### config.mk
export PLATFORM = sky130hd
export DESIGN_NAME = wdog_guarded
export DESIGN_NICKNAME = d
export VERILOG_FILES = /design/src/rtl/wdog_pkg.sv /design/src/rtl/wdog_cfg.sv /design/src/rtl/wdog_presc.sv /design/src/rtl/wdog_counter.sv /design/src/rtl/wdog_guarded.sv
export SDC_FILE = /design/constraint.sdc
export NUM_CORES = 1
export LEC_CHECK = 0
export ABC_AREA = 1
export CAP_MARGIN = 20
export CORE_AREA = 2 2 91 93
export DETAILED_ROUTE_END_ITERATION = 6
export DIE_AREA = 0 0 93 95
export DONT_BUFFER_PORTS = 1
export GPL_TIMING_DRIVEN = 0
export PLACE_DENSITY = 0.36
export SLEW_MARGIN = 20
export SYNTH_ARGS = -nofsm -noshare
export SYNTH_HDL_FRONTEND = slang
export SYNTH_SLANG_ARGS = --single-unit
### constraint.sdc
create_clock -name clk -period 2.45 [get_ports clk]
set_clock_uncertainty 0.15 [all_clocks]
set_input_delay 0.1225 -clock clk [delete_from_list [all_inputs] [get_ports clk]]
set_output_delay 0.1225 -clock clk [all_outputs]
set_load 0.02 [all_outputs]
### src/rtl/wdog_pkg.sv
package wdog_pkg;

    typedef enum logic [1:0] {
        RSEL_CTRL  = 2'd0,
        RSEL_PROT  = 2'd1,
        RSEL_MODE1 = 2'd2,
        RSEL_MODE2 = 2'd3
    } rsel_e;

    localparam int CTRL_PSEL_BIT = 7;
    localparam int CTRL_WARM_BIT = 5;
    localparam int PROT_WEN_BIT  = 1;
    localparam int MODE1_STOP_BIT = 0;
    localparam int MODE1_RST_BIT  = 2;
    localparam int MODE2_SRC_BIT  = 2;
    localparam int HI_BITS        = 5;

    typedef struct packed {
        logic warm;
        logic psel;
        logic wen;
        logic stop;
        logic rmode;
        logic gsrc;
    } cfg_s;

endpackage

### src/rtl/wdog_cfg.sv
module wdog_cfg
    import wdog_pkg::*;
(
    input  logic       clk,
    input  logic       rst_n,
    input  logic [7:0] wdata,
    input  logic       wr_ctrl,
    input  logic       wr_prot,
    input  logic       wr_mode1,
    input  logic       wr_mode2,
    output cfg_s       cfg
);

    cfg_s cfg_d, cfg_q;

    always_comb begin
        cfg_d = cfg_q;
        if (wr_ctrl) begin
            cfg_d.warm = 1'b1;
            cfg_d.psel = wdata[CTRL_PSEL_BIT];
        end
        if (wr_prot) begin
            cfg_d.wen = wdata[PROT_WEN_BIT];
        end
        if (wr_mode1 && cfg_q.wen) begin
            cfg_d.rmode = wdata[MODE1_RST_BIT];
            cfg_d.stop  = wdata[MODE1_STOP_BIT] & ~cfg_q.gsrc;
        end
        if (wr_mode2 && cfg_q.wen) begin
            cfg_d.gsrc = cfg_q.gsrc | wdata[MODE2_SRC_BIT];
        end
        if (cfg_q.gsrc) begin
            cfg_d.stop = 1'b0;
        end
    end

    always_ff @(posedge clk or negedge rst_n) begin
        if (!rst_n) begin
            cfg_q <= '0;
        end else begin
            cfg_q <= cfg_d;
        end
    end

    assign cfg = cfg_q;

    a_r5_warm_sticky: assert property (@(posedge clk) disable iff (!rst_n)
        cfg_q.warm |=> cfg_q.warm);
    a_r10_src_sticky: assert property (@(posedge clk) disable iff (!rst_n)
        cfg_q.gsrc |=> cfg_q.gsrc);
    a_r6_mode1_locked: assert property (@(posedge clk) disable iff (!rst_n)
        (wr_mode1 && !cfg_q.wen) |=> $stable(cfg_q.rmode));
    a_r6_mode2_locked: assert property (@(posedge clk) disable iff (!rst_n)
        (wr_mode2 && !cfg_q.wen) |=> $stable(cfg_q.gsrc));
    a_r11_stop_blocked: assert property (@(posedge clk) disable iff (!rst_n)
        cfg_q.gsrc |=> !cfg_q.stop);

endmodule

### src/rtl/wdog_presc.sv
module wdog_presc #(
    parameter int LO_LOG2 = 4,
    parameter int HI_LOG2 = 7
) (
    input  logic clk,
    input  logic rst_n,
    input  logic clr,
    input  logic en,
    input  logic sel_hi,
    output logic pulse
);

    typedef struct packed {
        logic [HI_LOG2-1:0] cnt;
    } presc_s;

    presc_s pr_d, pr_q;
    logic   wrap;

    always_comb begin
        wrap  = sel_hi ? (&pr_q.cnt) : (&pr_q.cnt[LO_LOG2-1:0]);
        pulse = en && !clr && wrap;
        pr_d  = pr_q;
        if (clr) begin
            pr_d.cnt = '0;
        end else if (en) begin
            pr_d.cnt = pr_q.cnt + 1'b1;
        end
    end

    always_ff @(posedge clk or negedge rst_n) begin
        if (!rst_n) begin
            pr_q <= '0;
        end else begin
            pr_q <= pr_d;
        end
    end

    a_r3_pulse_spaced: assert property (@(posedge clk) disable iff (!rst_n)
        pulse |=> !pulse);

endmodule

### src/rtl/wdog_counter.sv
module wdog_counter #(
    parameter int CNT_W = 15
) (
    input  logic             clk,
    input  logic             rst_n,
    input  logic             restart,
    input  logic             tick,
    input  logic             freeze,
    input  logic             rst_mode,
    output logic [CNT_W-1:0] cnt,
    output logic             running,
    output logic             irq,
    output logic             rst_req
);

    localparam logic [CNT_W-1:0] RELOAD = {CNT_W{1'b1}};

    typedef struct packed {
        logic [CNT_W-1:0] cnt;
        logic             run;
        logic             irq;
        logic             rst;
    } ctr_s;

    ctr_s ct_d, ct_q;

    always_comb begin
        ct_d     = ct_q;
        ct_d.irq = 1'b0;
        ct_d.rst = 1'b0;
        if (restart) begin
            ct_d.cnt = RELOAD;
            ct_d.run = 1'b1;
        end else if (ct_q.run && tick && !freeze) begin
            if (ct_q.cnt == '0) begin
                ct_d.cnt = RELOAD;
                ct_d.irq = !rst_mode;
                ct_d.rst = rst_mode;
            end else begin
                ct_d.cnt = ct_q.cnt - 1'b1;
            end
        end
    end

    always_ff @(posedge clk or negedge rst_n) begin
        if (!rst_n) begin
            ct_q <= '{cnt: RELOAD, run: 1'b0, irq: 1'b0, rst: 1'b0};
        end else begin
            ct_q <= ct_d;
        end
    end

    assign cnt     = ct_q.cnt;
    assign running = ct_q.run;
    assign irq     = ct_q.irq;
    assign rst_req = ct_q.rst;

    a_r2_restart_reload: assert property (@(posedge clk) disable iff (!rst_n)
        restart |=> (cnt == RELOAD) && running);
    a_r7_irq_single: assert property (@(posedge clk) disable iff (!rst_n)
        irq |=> !irq);
    a_r8_rst_by_mode: assert property (@(posedge clk) disable iff (!rst_n)
        rst_req |-> $past(rst_mode) && !irq);
    a_r12_frozen: assert property (@(posedge clk) disable iff (!rst_n)
        (freeze && !restart) |=> $stable(cnt));

endmodule

### src/rtl/wdog_guarded.sv
module wdog_guarded
    import wdog_pkg::*;
#(
    parameter int CNT_W   = 15,
    parameter int LO_LOG2 = 4,
    parameter int HI_LOG2 = 7
) (
    input  logic       clk,
    input  logic       rst_n,
    input  logic       cpu_tick,
    input  logic       osc_tick,
    input  logic [7:0] wdata,
    input  logic       wr_ctrl,
    input  logic       wr_restart,
    input  logic       wr_prot,
    input  logic       wr_mode1,
    input  logic       wr_mode2,
    input  logic [1:0] rd_sel,
    input  logic       wait_req,
    input  logic       stop_req,
    input  logic       hold_req,
    output logic [7:0] rdata,
    output logic       irq,
    output logic       rst_req
);

    cfg_s             cfg;
    logic [CNT_W-1:0] cnt;
    logic             running;
    logic             presc_pulse;
    logic             freeze;
    logic             cnt_tick;
    logic             presc_en;
    logic [HI_BITS-1:0] cnt_hi;

    wdog_cfg i_cfg (
        .clk      (clk),
        .rst_n    (rst_n),
        .wdata    (wdata),
        .wr_ctrl  (wr_ctrl),
        .wr_prot  (wr_prot),
        .wr_mode1 (wr_mode1),
        .wr_mode2 (wr_mode2),
        .cfg      (cfg)
    );

    always_comb begin
        freeze   = !cfg.gsrc && (wait_req || stop_req || hold_req || cfg.stop);
        presc_en = cpu_tick && running && !freeze;
        cnt_tick = cfg.gsrc ? osc_tick : presc_pulse;
    end

    wdog_presc #(
        .LO_LOG2 (LO_LOG2),
        .HI_LOG2 (HI_LOG2)
    ) i_presc (
        .clk    (clk),
        .rst_n  (rst_n),
        .clr    (wr_restart),
        .en     (presc_en),
        .sel_hi (cfg.psel),
        .pulse  (presc_pulse)
    );

    wdog_counter #(
        .CNT_W (CNT_W)
    ) i_counter (
        .clk      (clk),
        .rst_n    (rst_n),
        .restart  (wr_restart),
        .tick     (cnt_tick),
        .freeze   (freeze),
        .rst_mode (cfg.rmode),
        .cnt      (cnt),
        .running  (running),
        .irq      (irq),
        .rst_req  (rst_req)
    );

    assign cnt_hi = cnt[CNT_W-1 -: HI_BITS];

    always_comb begin
        rdata = '0;
        case (rsel_e'(rd_sel))
            RSEL_CTRL: begin
                rdata[HI_BITS-1:0]   = cnt_hi;
                rdata[CTRL_WARM_BIT] = cfg.warm;
                rdata[CTRL_PSEL_BIT] = cfg.psel;
            end
            RSEL_PROT:  rdata[PROT_WEN_BIT] = cfg.wen;
            RSEL_MODE1: begin
                rdata[MODE1_STOP_BIT] = cfg.stop;
                rdata[MODE1_RST_BIT]  = cfg.rmode;
            end
            RSEL_MODE2: rdata[MODE2_SRC_BIT] = cfg.gsrc;
            default:    rdata = '0;
        endcase
    end

    a_r9_guarded_ignores_cpu: assert property (@(posedge clk) disable iff (!rst_n)
        (cfg.gsrc && !osc_tick && !wr_restart) |=> $stable(cnt));

endmodule

==> out/metrics.csv, run 1 <==
metric,value,unit
Max clock buf depth,2,
Initial DRT Pass Iterations,7,
wire length per cell,13.1,µm
Fill cells,906,
Die Area,0.00884,mm²
Post-Syn Nets,294,
# port buffers,0,
WS Path Type,flip-flop to flip-flop,
most frequent cell after synthesis,nand2_1,
Yosys cell types,29,
largest family of logic cells by synthesized area,simple AND/OR/NAND/NOR gates,
Via density,4.39,
RSZ-0062 raised after global routing,no,
Residual DRC,0,
TritonCTS Buffers,5,
final setup TNS,0,ns
CTS root buffer,clkbuf_8,
biggest area consumer among synthesized cells,dfrtp_1,
Slew headroom,52.2,%
Worst Setup Start Kind,flip-flop,
Power Dens Cells,536,mW/mm²
setup violators final,0,
leakage power,0.00106,µW
CTS sink cnt,31,
ys async rst share,100,%
mux share of post-synthesis cell area,0,%
I/O pin cnt,32,
critical path capture point type,flip-flop,
R2R depth,9,
"setup slack, reg-to-reg",0.37,ns
final wirelength,5220,µm
Hold Path Sink,i_presc.pr_q[2],
maxcap violations,0,
status,"complete, no violations",
simple logic cell fraction of the synthesized area,39.5,%
H-tree depth,2,
Initial Util,24.1,%
RR Endpoint,i_counter.cnt[5],
minimum clock period after layout,2.08,ns
number of synthesized flops with an enable pin,0,
Buf/Inv on CP,3,
mapped cell area,0.00191,mm²
slowest CP cell,dfstp_2,
Tcrit/Tclk final,84.7,%
CTS tree,yes,
Detailed Place HPWL,3840,µm
Critical Path Max Stage Delay,0.58,ns
Synth Flop Type,dfrtp_1,
pre-CTS WS,0.374,ns
CP Max Fanout,10,
FF-to-FF Start,i_counter.cnt[0],
"Reg clk slew, reported paths",0.07,ns
total track usage,13.1,%
Compound-Gate Fraction of Synth Area,5.97,%
total design power,1230,µW
Final #Nets,317,
Overflow after GRT,0,
Adder-Cell Fraction of Synth Area,1.97,%
initial antenna violation count,0,
Die W,93,µm
worst slew pin tran,0.711,ns
critical-path cell list,inv_1 -> ha_1 -> inv_1 -> nor2_1 -> a31oi_1 -> buf_2 -> nand3_1 -> nand2_1 -> nand2_1,
Post-Syn Instances,269,
first-pass GRT wire length,8910,µm
worst min path class,input pin to flip-flop,
core area,0.00793,mm²
Hold Startpoint,wait_req,
worst vdd ir,186,µV
Synth area leaders,"dfrtp_1, dfstp_2, nand2_1",
"CP delay by family, top",flip-flops,
Worst-Skew Late Latency,0.28,ns
Synth Area in XOR/XNOR,2.75,%
hold path depth,5,
Synthesis Warnings,0,
fmax,482,MHz
initial DRC count,54,
Vias,1742,
share of cells above drive strength 1,12.3,%
Seq cells post-synth,31,
"Area growth, synth to finish",20.4,%
Mapped Avg Cell Area,7.09,µm²
final hold violations,0,
antenna cells,0,
sequential cell area fraction in the yosys report,41.6,%
top cell type's share of synthesized area,21.0,%
post-CTS setup buffer count,0,
Worst Path Arrival,2.14,ns
post-route ant nets,0,
vias in the first global route,1778,
pins over their slew limit,0,
Cell Rows,33,
largest net degree at the start of global routing,32,
final worst setup slack,0.374,ns
"Req. time, crit path",2.51,ns
synth cell count leaders,"nand2_1, nand3_1, nor2_1",
chip height,95,µm
GP Congestion,0.769,
sequential cells by signal, indices dropped and copies added (netlist names):
register / count
i_cfg.cfg: 6
i_counter.cnt: 15
i_counter.irq: 1
i_counter.rst_req: 1
i_counter.running: 1
i_presc.pr_q: 7
final cells by class:
| class | count | area [µm²] | share of cell area [%] |
|---|---|---|---|
| Sequential cell | 31 | 795 | 34.6 |
| Clock buffer | 6 | 82.6 | 3.59 |
| Tap cell | 105 | 131 | 5.72 |
| Inverter | 29 | 109 | 4.74 |
| Buffer | 6 | 42.5 | 1.85 |
| Clock inverter | 1 | 5.00 | 0.218 |
| Timing Repair Buffer | 16 | 170 | 7.41 |
| Multi-Input combinational cell | 203 | 962 | 41.9 |
worst reg2reg max path, delay by kind of cell (launching register included):
family	cells	cell delay [ns]
and+or+nand+nor	4	0.28
AOI/OAI and AO/OA	1	0.30
buffers and inverters	3	0.48
DFF	1	0.58
adders and majority gates	1	0.23
cells in the final DEF, fill, tap and decap left out, drive strengths merged, types with 4 or more instances in the layout:
| cell type | n |
|---|---|
| xor2 | 4 |
| dfrtp | 16 |
| nor2 | 34 |
| o21ai | 12 |
| nand3 | 40 |
| nor3 | 4 |
| dlygate4sd3 | 15 |
| dfstp | 15 |
| nand2 | 86 |
| clkbuf | 6 |
| inv | 29 |
| buf | 7 |
how the worst max path moves through the flow:
stage	startpoint	cells after the start	slack [ns]	to
2_1_floorplan	i_counter.cnt[0]	9	0.73	i_counter.cnt[2]
3_3_place_gp	i_counter.cnt[0]	9	0.40	i_counter.cnt[6]
3_5_place_dp	i_counter.cnt[0]	9	0.37	i_counter.cnt[5]
4_1_cts	i_counter.cnt[0]	9	0.36	i_counter.cnt[5]
5_1_grt	i_counter.cnt[0]	9	0.18	i_counter.cnt[6]
6_report	i_counter.cnt[0]	9	0.37	i_counter.cnt[5]
metrics by stage:
stage / cell area (µm²) / hold WS (ns) / utilization, % / std cells
after floorplan: 1910 / -0.323 / - / 269
after global placement: 2040 / -0.322 / 25.7 / 374
after detailed placement: 2040 / -0.322 / 25.7 / 374
after CTS: 2300 / 0.0848 / 29.0 / 397
after global routing: 2300 / 0.142 / 29.0 / 397
final: 2300 / 0.0872 / 29.0 / 397
kinds of logic after synthesis:
| family | Yosys count |
|---|---|
| AND/OR/NAND/NOR | 173 |
| buffers and inverters | 35 |
| flip-flops | 31 |
| AO/OA/AOI/OAI | 20 |
| XOR/XNOR | 6 |
| adder cells (fa/ha/maj) | 3 |
| other | 1 |
report_power, final:
group | leakage [µW] | switching (µW) | internal (µW)
Combinational | 0.000653 | 127 | 77.3
Clock | 0.0000470 | 197 | 220
Sequential | 0.000359 | 40.6 | 568
what timing repair did:
| action | CTS | global route |
|---|---|---|
| hold buffers | 16 | 0 |
| hold endpoints to repair | 48 | 0 |
| gates resized for setup | 0 | 0 |
metal layers:
| metal | GRT usage, % | share of wire [%] |
|---|---|---|
| met1 | 18.2 | 52 |
| met2 | 20.8 | 44 |
| met3 | 2.15 | 2.5 |
| met4 | 4.04 | 1.1 |
| met5 | 0 | 0 |
No activity file was read; power rests on OpenSTA's default activity.
==> run 2: changes to the inputs <==
==> constraint.sdc (replaced) <==
create_clock -name clk -period 2.1 [get_ports clk]
set_clock_uncertainty 0.15 [all_clocks]
set_input_delay 0.105 -clock clk [delete_from_list [all_inputs] [get_ports clk]]
set_output_delay 0.105 -clock clk [all_outputs]
set_load 0.02 [all_outputs]
==> run 2 against run 1 <==
  * Wire length increased by 0.86%
  * Total power increased by 17%
  * Critical endpoint is now i_cfg.cfg[1]
  * Worst hold slack got worse by 0.018 ns
  * Sequential share of layout area decreased by 0.43 points
  * Highest routed layer unchanged
  * Clock power increased by 17%
  * Largest power group unchanged
  * Sequential power increased by 17%
  * Setup slack got worse by 0.28 ns
  * Count of clock-buffer cells in the layout unchanged
==> out/metrics.csv, run 2 (same netlist as run 1, synthesis figures left out) <==
metric,value,unit,change
Cell Rows,33,,unchanged
Most Crowded Layer GR,met2,,
Power Dens Cells,617,mW/mm²,+15%
leakage power,0.00107,µW,+0.60%
Worst Path Arrival,2.02,ns,-0.12 ns
initial antenna violation count,0,,unchanged
Die Area,0.00884,mm²,unchanged
Fill cells,903,,-0.33%
vias in the first global route,1778,,unchanged
antenna cells,0,,unchanged
TritonCTS Buffers,5,,unchanged
Vias,1747,,+0.29%
share of cells above drive strength 1,14.6,%,+2.3 points
Worst Setup Start Kind,flip-flop,,
Via density,4.38,,-0.22%
fmax,500,MHz,+3.7%
largest net degree at the start of global routing,32,,unchanged
first-pass GRT wire length,8910,µm,unchanged
dpl cells,374,,unchanged
worst min path class,input pin to flip-flop,,
worst slew pin tran,0.711,ns,unchanged
CTS tree,yes,,
minimum clock period after layout,2.00,ns,-0.0740 ns
setup violators final,0,,unchanged
initial DRC count,44,,-19%
Setup crit end,i_cfg.cfg[1],,
most common library cell in the layout ignoring fill and taps,nand2_1,,
core area,0.00793,mm²,unchanged
final worst setup slack,0.0984,ns,-0.276 ns
GP Congestion,0.769,,unchanged
FF-to-FF Start,i_cfg.cfg[3],,
wire length per cell,13.2,µm,+0.36%
WS Path Type,flip-flop to flip-flop,,
Overflow after GRT,0,,unchanged
Residual DRC,0,,unchanged
routing usage on met3,2.15,%,unchanged
H-tree depth,2,,unchanged
"Req. time, crit path",2.11,ns,-0.40 ns
Final #Nets,319,,+0.63%
chip height,95,µm,unchanged
Layout Cells excl Fill,399,,+0.50%
final setup TNS,0,ns,unchanged
final hold violations,0,,unchanged
final wirelength,5260,µm,+0.86%
# port buffers,0,,unchanged
Hold Startpoint,wait_req,,
pre-CTS WS,0.0244,ns,-0.350 ns
max reg flops,15,,unchanged
RR Endpoint,i_cfg.cfg[1],,
worst vdd ir,219,µV,+18%
pins over their slew limit,0,,unchanged
total track usage,13.1,%,unchanged
met2 usage,20.8,%,unchanged
Initial Util,24.1,%,unchanged
Initial DRT Pass Iterations,7,,unchanged
Max clock buf depth,2,,unchanged
"Reg clk slew, reported paths",0.07,ns,about the same
Final Util,29.4,%,+0.41 points
Tcrit/Tclk final,95.3,%,+11 points
CTS root buffer,clkbuf_8,,
CTS sink cnt,31,,unchanged
met1 Use GR,18.2,%,unchanged
post-route ant nets,0,,unchanged
RSZ-0062 raised after global routing,yes,,
Worst-Skew Late Latency,0.28,ns,about the same
maxcap violations,0,,unchanged
"Area growth, synth to finish",22.1,%,
CP Max Fanout,3,,-7
Worst Setup SP,i_cfg.cfg[3],,
"setup slack, reg-to-reg",0.1,ns,-0.28 ns
Slew headroom,52.2,%,unchanged
critical path capture point type,flip-flop,,
R2R depth,6,,-3
I/O pin cnt,32,,unchanged
Die W,93,µm,unchanged
Detailed Place HPWL,3840,µm,unchanged
status,"complete, no violations",,
"commonest cells after routing, fill and taps aside","nand2_1, nand3_1, nor2_1",,
run 2: where the power goes:
| group | total (µW) | internal [µW] | switching [µW] |
|---|---|---|---|
| Sequential | 711 | 663 | 47.6 |
| Combinational | 240 | 91.4 | 149 |
| Clock | 486 | 257 | 229 |
run 2: how the worst min path moves through the flow:
stage          slack, ns               to  depth (start not counted)
5_1_grt             0.12  i_presc.pr_q[6]                          2
3_3_place_gp       -0.34  i_presc.pr_q[3]                          0
6_report            0.07  i_presc.pr_q[2]                          5
3_5_place_dp       -0.34  i_presc.pr_q[6]                          0
4_1_cts             0.07  i_presc.pr_q[2]                          5
2_1_floorplan      -0.34     i_cfg.cfg[0]                          0
run 2: worst max-delay path, cell delays in order, from the launching register on:
cell,delay (ns)
dfrtp_1,0.40
nand2_1,0.09
inv_1,0.06
nand2_1,0.05
dlygate4sd3_1,0.53
o21ai_0,0.07
dlygate4sd3_1,0.55
run 2: through the flow:
stage	instance area (µm²)	hold slack, ns	total power, µW
3_5_place_dp	2040	-0.339	916
2_1_floorplan	1910	-0.341	864
3_3_place_gp	2040	-0.340	918
6_report	2330	0.0693	1440
4_1_cts	2300	0.0673	1460
5_1_grt	2330	0.124	1530
run 2: timing repair:
item | in CTS | in global routing
setup endpoints to repair | 0 | 13
hold endpoints to repair | 51 | 0
buffers inserted | 0 | 2
hold buffers | 16 | 0
resized for setup | 0 | 8
run 2: metal layers:
metal  vias to the layer above  wire length [µm]
met1                       809              2720
met2                        25              2330
met5                         -                 0
met3                         5               164
met4                         0                55
li1                        908                 -
run 2: final cells by class:
cell class | count | area, µm² | area share [%]
plain buffers | 6 | 45.0 | 1.93
clock buffers | 6 | 82.6 | 3.54
clock inverters | 1 | 5.00 | 0.215
inverters | 29 | 109 | 4.67
multi-input cells | 203 | 976 | 41.9
flip-flops and latches | 31 | 796 | 34.2
well taps | 105 | 131 | 5.64
repair buffers | 18 | 185 | 7.95
